--- src/rtl/apr_pkg.sv ---
package apr_pkg;
    localparam int APR_ADDR_W    = 32;
    localparam int APR_CFG_AW    = 8;
    localparam int APR_LSB_DEF   = 22;
    localparam int APR_SIZE_BITS = 6;

    // True when a byte address selects the dword that holds byte offset ofs.
    function automatic logic dword_sel(input logic [APR_CFG_AW-1:0] addr,
                                       input logic [APR_CFG_AW-1:0] ofs);
        return addr[APR_CFG_AW-1:2] == ofs[APR_CFG_AW-1:2];
    endfunction
endpackage

--- src/rtl/apr_size_reg.sv ---
module apr_size_reg
    import apr_pkg::*;
#(
    parameter int          ADDR_W    = APR_ADDR_W,
    parameter int          CFG_AW    = APR_CFG_AW,
    parameter int          SIZE_BITS = APR_SIZE_BITS,
    parameter logic [7:0]  SIZE_OFS  = 8'hB4
) (
    input  logic                  clk,
    input  logic                  rst_n,
    input  logic [CFG_AW-1:0]     cfg_addr,
    input  logic                  cfg_we,
    input  logic [ADDR_W/8-1:0]   cfg_be,
    input  logic [ADDR_W-1:0]     cfg_wdata,
    output logic [SIZE_BITS-1:0]  size_code
);
    localparam int LANE = int'(SIZE_OFS[1:0]);

    logic wr_en;
    assign wr_en = cfg_we && cfg_be[LANE] && dword_sel(cfg_addr, SIZE_OFS);

    always_ff @(posedge clk or negedge rst_n) begin
        if (!rst_n)
            size_code <= '0;
        else if (wr_en)
            size_code <= cfg_wdata[LANE*8 +: SIZE_BITS];
    end
endmodule

--- src/rtl/apr_base_reg.sv ---
module apr_base_reg
    import apr_pkg::*;
#(
    parameter int          ADDR_W    = APR_ADDR_W,
    parameter int          CFG_AW    = APR_CFG_AW,
    parameter int          APR_LSB   = APR_LSB_DEF,
    parameter int          SIZE_BITS = APR_SIZE_BITS,
    parameter logic [7:0]  BASE_OFS  = 8'h10
) (
    input  logic                  clk,
    input  logic                  rst_n,
    input  logic [CFG_AW-1:0]     cfg_addr,
    input  logic                  cfg_we,
    input  logic [ADDR_W/8-1:0]   cfg_be,
    input  logic [ADDR_W-1:0]     cfg_wdata,
    input  logic [SIZE_BITS-1:0]  size_code,
    output logic [ADDR_W-1:0]     base_raw,
    output logic [ADDR_W-1:0]     base_eff
);
    localparam int GATE_HI = APR_LSB + SIZE_BITS;

    logic wr_sel;
    assign wr_sel = cfg_we && dword_sel(cfg_addr, BASE_OFS);

    for (genvar i = 0; i < ADDR_W; i++) begin : g_bit
        if (i < APR_LSB) begin : g_zero
            assign base_raw[i] = 1'b0;
            assign base_eff[i] = 1'b0;
        end else if (i < GATE_HI) begin : g_gated
            // Stored copy is wiped while its size bit is 0, so it cannot resurface.
            always_ff @(posedge clk or negedge rst_n) begin
                if (!rst_n)
                    base_raw[i] <= 1'b0;
                else if (!size_code[i-APR_LSB])
                    base_raw[i] <= 1'b0;
                else if (wr_sel && cfg_be[i/8])
                    base_raw[i] <= cfg_wdata[i];
            end
            assign base_eff[i] = base_raw[i] & size_code[i-APR_LSB];
        end else begin : g_free
            always_ff @(posedge clk or negedge rst_n) begin
                if (!rst_n)
                    base_raw[i] <= 1'b0;
                else if (wr_sel && cfg_be[i/8])
                    base_raw[i] <= cfg_wdata[i];
            end
            assign base_eff[i] = base_raw[i];
        end
    end
endmodule

--- src/rtl/apr_decode.sv ---
module apr_decode
    import apr_pkg::*;
#(
    parameter int ADDR_W    = APR_ADDR_W,
    parameter int APR_LSB   = APR_LSB_DEF,
    parameter int SIZE_BITS = APR_SIZE_BITS
) (
    input  logic [ADDR_W-1:0]     mem_addr,
    input  logic [ADDR_W-1:0]     base_eff,
    input  logic [SIZE_BITS-1:0]  size_code,
    output logic                  apr_hit,
    output logic [ADDR_W-1:0]     apr_offset
);
    localparam int HI_W  = ADDR_W - APR_LSB;
    localparam int FIX_W = HI_W - SIZE_BITS;

    logic [HI_W-1:0] cmp_mask;
    logic [HI_W-1:0] diff;

    assign cmp_mask   = {{FIX_W{1'b1}}, size_code};
    assign diff       = mem_addr[ADDR_W-1:APR_LSB] ^ base_eff[ADDR_W-1:APR_LSB];
    assign apr_hit    = (diff & cmp_mask) == '0;
    assign apr_offset = mem_addr & ~{cmp_mask, {APR_LSB{1'b0}}};
endmodule

--- src/rtl/apr_window.sv ---
module apr_window
    import apr_pkg::*;
#(
    parameter int          ADDR_W    = APR_ADDR_W,
    parameter int          CFG_AW    = APR_CFG_AW,
    parameter int          APR_LSB   = APR_LSB_DEF,
    parameter int          SIZE_BITS = APR_SIZE_BITS,
    parameter logic [7:0]  SIZE_OFS  = 8'hB4,
    parameter logic [7:0]  BASE_OFS  = 8'h10
) (
    input  logic               clk,
    input  logic               rst_n,
    input  logic [7:0]         cfg_addr,
    input  logic               cfg_we,
    input  logic [3:0]         cfg_be,
    input  logic [31:0]        cfg_wdata,
    output logic [31:0]        cfg_rdata,
    input  logic [31:0]        mem_addr,
    output logic               apr_hit,
    output logic [31:0]        apr_offset
);
    localparam int LANE = int'(SIZE_OFS[1:0]);

    logic [SIZE_BITS-1:0] size_code;
    logic [ADDR_W-1:0]    base_raw;
    logic [ADDR_W-1:0]    base_eff;

    apr_size_reg #(
        .ADDR_W(ADDR_W), .CFG_AW(CFG_AW), .SIZE_BITS(SIZE_BITS), .SIZE_OFS(SIZE_OFS)
    ) u_size (
        .clk(clk), .rst_n(rst_n), .cfg_addr(cfg_addr), .cfg_we(cfg_we),
        .cfg_be(cfg_be), .cfg_wdata(cfg_wdata), .size_code(size_code)
    );

    apr_base_reg #(
        .ADDR_W(ADDR_W), .CFG_AW(CFG_AW), .APR_LSB(APR_LSB),
        .SIZE_BITS(SIZE_BITS), .BASE_OFS(BASE_OFS)
    ) u_base (
        .clk(clk), .rst_n(rst_n), .cfg_addr(cfg_addr), .cfg_we(cfg_we),
        .cfg_be(cfg_be), .cfg_wdata(cfg_wdata), .size_code(size_code),
        .base_raw(base_raw), .base_eff(base_eff)
    );

    apr_decode #(
        .ADDR_W(ADDR_W), .APR_LSB(APR_LSB), .SIZE_BITS(SIZE_BITS)
    ) u_dec (
        .mem_addr(mem_addr), .base_eff(base_eff), .size_code(size_code),
        .apr_hit(apr_hit), .apr_offset(apr_offset)
    );

    always_comb begin
        cfg_rdata = '0;
        if (dword_sel(cfg_addr, BASE_OFS))
            cfg_rdata = base_eff;
        else if (dword_sel(cfg_addr, SIZE_OFS))
            cfg_rdata[LANE*8 +: SIZE_BITS] = size_code;
    end
endmodule

--- config.mk ---
export PLATFORM = sky130hd
export DESIGN_NAME = apr_window
export DESIGN_NICKNAME = d
export VERILOG_FILES = /design/src/rtl/apr_pkg.sv /design/src/rtl/apr_size_reg.sv /design/src/rtl/apr_base_reg.sv /design/src/rtl/apr_decode.sv /design/src/rtl/apr_window.sv
export SDC_FILE = /design/constraint.sdc
export NUM_CORES = 1
export LEC_CHECK = 0
export ABC_AREA = 1
export BUFFER_PORTS_ARGS = -buffer_cell sky130_fd_sc_hd__buf_2
export CORE_ASPECT_RATIO = 0.5
export CORE_MARGIN = 2
export CORE_UTILIZATION = 36
export CTS_CLUSTER_SIZE = 10
export DETAILED_ROUTE_END_ITERATION = 7
export GPL_TIMING_DRIVEN = 1
export MAX_ROUTING_LAYER = met4
export PLACE_DENSITY = 0.8
export SLEW_MARGIN = 25
export SYNTH_ARGS = -nofsm -noshare
export SYNTH_HDL_FRONTEND = slang
export SYNTH_SLANG_ARGS = --single-unit
export TNS_END_PERCENT = 100
--- constraint.sdc ---
create_clock -name clk -period 1.3 [get_ports clk]
set_clock_uncertainty 0.05 [all_clocks]
set_input_delay 0.26 -clock clk [delete_from_list [all_inputs] [get_ports clk]]
set_output_delay 0.26 -clock clk [all_outputs]
set_load 0.05 [all_outputs]
==> key figures <==
Floorplanning
  • Die W: 94.4 µm
  • Core footprint: 3900 µm²
  • Initial core utilization: 37.7%
  • I/O pin count: 144
  • DIE AREA: 4650 µm²
  • Vertical die dimension: 49.2 µm
  • FP Rows: 16

Pwr
  • Switching power: 0.000693 W
  • Logic pwr share: 42.7%
  • Sum of internal, switching and leakage power: 0.00178 W
  • Fraction of power consumed by the clock network: 25.6%
  • Fraction of power spent switching nets: 39.0%
  • Leakage power: 1.40 nW
  • Total internal power: 0.00108 W
  • VDD IR max: 372 µV
  • Power density cells: 680 nW/µm²
  • Fraction of power consumed by sequential logic: 31.7%

Flow run
  • Max-cap viol count: 0

Layout
  • Post-layout nets: 386
  • Finished layout cell area: 2610 µm²
  • Fill count: 257
  • Layout cells sized above 1: 59.2%
  • Register area: 405 µm²
  • Area growth from synthesis to layout: 77.5%
  • Finished Layout Cells: 360
  • Number of inserted diodes: 0
  • Combined area of the multi-input logic cells: 876 µm²

Global routing
  • Via count of the first global-routing pass: 1808
  • Global route total overflow: 0
  • Pin count of the biggest net entering global routing: 17
  • Total GRT Usage: 26.1%
  • Initial antenna violation count: 0
  • Wire length of the first global-routing pass: 8910 µm

Timing
  • Final hold violation count: 0
  • Accumulated negative setup slack: -3.93 ns
  • Number of slew-limit violations in the final report: 0
  • Final setup violation count: 25
  • Time the worst path needs with I/O delays and setup: 1.80 ns
  • Share of the cycle needed by the critical path after routing: 139%
  • RSZ-0062 raised after global routing: true
  • Max Clk Rate: 554 MHz
  • Setup WS post-layout: -0.505 ns

Critical path
  • Startpoint types: register
  • Arrival time worst endpoint: 1.49 ns
  • Register-to-register path setup slack: 0.08 ns
  • Critical path class: reg2out
  • Required @ worst endpoint: 0.99 ns
  • Nature of the critical path endpoint: primary output
  • Largest driver fanout on the critical path: 3
  • RR Endpoint: u_base.base_raw[24]$_DFFE_PN0P_
  • Worst r2r path cells: 5
  • Reg2Reg Launch Point: u_size.size_code[2]$_DFFE_PN0P_

CTS
  • Sink Count: 16
  • CTS tree: done
  • Clock tree buffer depth: 2
  • CTS buffer count: 3
  • Level count of the clock H-tree: 1
  • Latest clock arrival within the worst-skew pair: 0.26 ns
  • Clock transition at path regs: 0.07 ns
  • CTS root buf: sky130_fd_sc_hd__clkbuf_8

Drt
  • Post-route antenna net violation count: 0
  • Vias per cell: 5.19
  • Post-DR wirelength/cell: 19.9 µm
  • Number of optimization iterations in the first detailed-route pass: 6
  • Detailed router's first-iteration violation count: 189
  • Final Routed Wirelength: 7160 µm
  • # DRC: 0
  • Total via count after detailed routing: 1867

Yosys
  • Post-synthesis sequential element count: 16
  • Most frequent cell after synthesis: sky130_fd_sc_hd__nand2_1
  • Most used DFF post-synth: sky130_fd_sc_hd__dfrtp_1
  • Mean Syn Cell Area: 6.94 µm²
  • Post-synthesis cell count: 212
  • Most numerous cell types in the synthesized netlist: sky130_fd_sc_hd__nand2_1 (46), sky130_fd_sc_hd__buf_4 (42), sky130_fd_sc_hd__inv_1 (36)
  • Largest area contributor in the synthesized netlist: sky130_fd_sc_hd__dfrtp_1
  • Register area share after synthesis: 27.2%
  • Top post-synthesis cells by area: sky130_fd_sc_hd__dfrtp_1 (27%), sky130_fd_sc_hd__buf_4 (21%), sky130_fd_sc_hd__nand2_1 (12%)
  • Async SR Flop Fraction: 100%
  • Cell variety after synth: 21
  • Share of Yosys cell area claimed by the top area cell type: 27.2%
  • Yosys Warn Count: 0
  • Total standard cell area after synthesis: 1470 µm²
  • Post-synth EDFFs: 0

Placed design
  • Routability congestion estimate from global placement: 0.895
  • Dpl cells: 339
  • Placed Area: 2020 µm²
  • Number of buffers added on ports: 60
  • Final HPWL DP: 3410 µm
  • Placement Setup Slack: -0.224 ns

Worst hold path
  • Cell count of the worst hold path: 3
  • Sink of the worst hold path: u_size.size_code[0]$_DFFE_PN0P_
  • Beginning of the worst hold path: cfg_wdata[0]
  • Class of the tightest hold or removal check: in2reg

Status
  • Run status: complete, but fails checks
  • Violations in the final reports: negative setup slack
layout by cell type (no fill, tap or decap), types with 7 or more instances in the layout:
cell	n
sky130_fd_sc_hd__nand4_1	8
sky130_fd_sc_hd__buf_2	31
sky130_fd_sc_hd__buf_4	32
sky130_fd_sc_hd__nand3_1	15
sky130_fd_sc_hd__buf_8	14
sky130_fd_sc_hd__dfrtp_1	12
sky130_fd_sc_hd__nand2_1	43
sky130_fd_sc_hd__buf_6	34
sky130_fd_sc_hd__conb_1	20
sky130_fd_sc_hd__inv_1	20
sky130_fd_sc_hd__nor3_4	7
sky130_fd_sc_hd__inv_2	14
sky130_fd_sc_hd__nor2_4	21
per-layer routing:
metal | global-route usage, % | share of wire, %
met1 | 28.2 | 36
met2 | 43.5 | 45
met3 | 5.10 | 11
met4 | 18.6 | 8.0
met5 | - | 0
worst max-delay path by stage:
stage | slack (ns) | start | to
6_report | -0.50 | u_base.base_eff[29]$_DFFE_PN0P_ | apr_hit
5_1_grt | -0.54 | u_base.base_eff[29]$_DFFE_PN0P_ | apr_hit
3_5_place_dp | -0.22 | cfg_addr[6] | cfg_rdata[27]
4_1_cts | -0.36 | u_base.base_eff[29]$_DFFE_PN0P_ | apr_hit
2_1_floorplan | -0.14 | cfg_addr[2] | cfg_rdata[22]
3_3_place_gp | -0.21 | cfg_addr[6] | cfg_rdata[24]
sequential cells by signal, indices dropped and copies added (netlist names):
| register | flops |
|---|---|
| u_size.size_code | 6 |
| u_base.base_eff | 4 |
| u_base.base_raw | 6 |
cell families after synthesis:
group / after synthesis / synth area share, %
AO/OA/AOI/OAI: 7 / 3.91
XOR/XNOR: 2 / 1.19
buffers and inverters: 82 / 32.3
flip-flops: 16 / 27.2
other: 1 / 0.255
AND/OR/NAND/NOR: 104 / 35.1
power by group through the flow:
stage	Clock [W]	Combinational [W]	Sequential, W
2_1_floorplan	0	0.000572	0.000559
3_3_place_gp	0	0.000527	0.000556
3_5_place_dp	0	0.000542	0.000558
4_1_cts	0.000445	0.000639	0.000554
5_1_grt	0.000476	0.000790	0.000565
6_report	0.000455	0.000758	0.000564
through the flow:
stage	hold WS, ns	util [%]
after floorplan	-0.0856	-
after global placement	0.134	51.7
after detailed placement	0.143	51.7
after CTS	0.191	62.5
after global routing	0.182	66.9
final	0.180	66.9
what timing repair did:
| action | in CTS | in global routing |
|---|---|---|
| gates cloned | 0 | 1 |
| resized for setup | 96 | 38 |
| setup endpoints to repair | 23 | 24 |
| hold endpoints to repair | 16 | 0 |
| buffers inserted | 10 | 12 |
| pin swaps | 15 | 14 |
| hold buffers | 1 | 0 |
cell type report:
cell class	count	share of cell area [%]
inverter	37	5.70
multi-input combinational	134	33.5
sequential	16	15.5
clock buffer	4	2.11
tap	54	2.59
timing repair buffer	115	40.5
worst max-delay path, cell delays in order, from the launching register on:
cell,delay [ns]
sky130_fd_sc_hd__dfrtp_1,0.43
sky130_fd_sc_hd__nand2_1,0.14
sky130_fd_sc_hd__nand2_2,0.06
sky130_fd_sc_hd__nor2_2,0.12
sky130_fd_sc_hd__nand4_1,0.17
sky130_fd_sc_hd__nor2_4,0.16
sky130_fd_sc_hd__buf_8,0.15
Note: power is estimated with default switching activity, not from simulation.
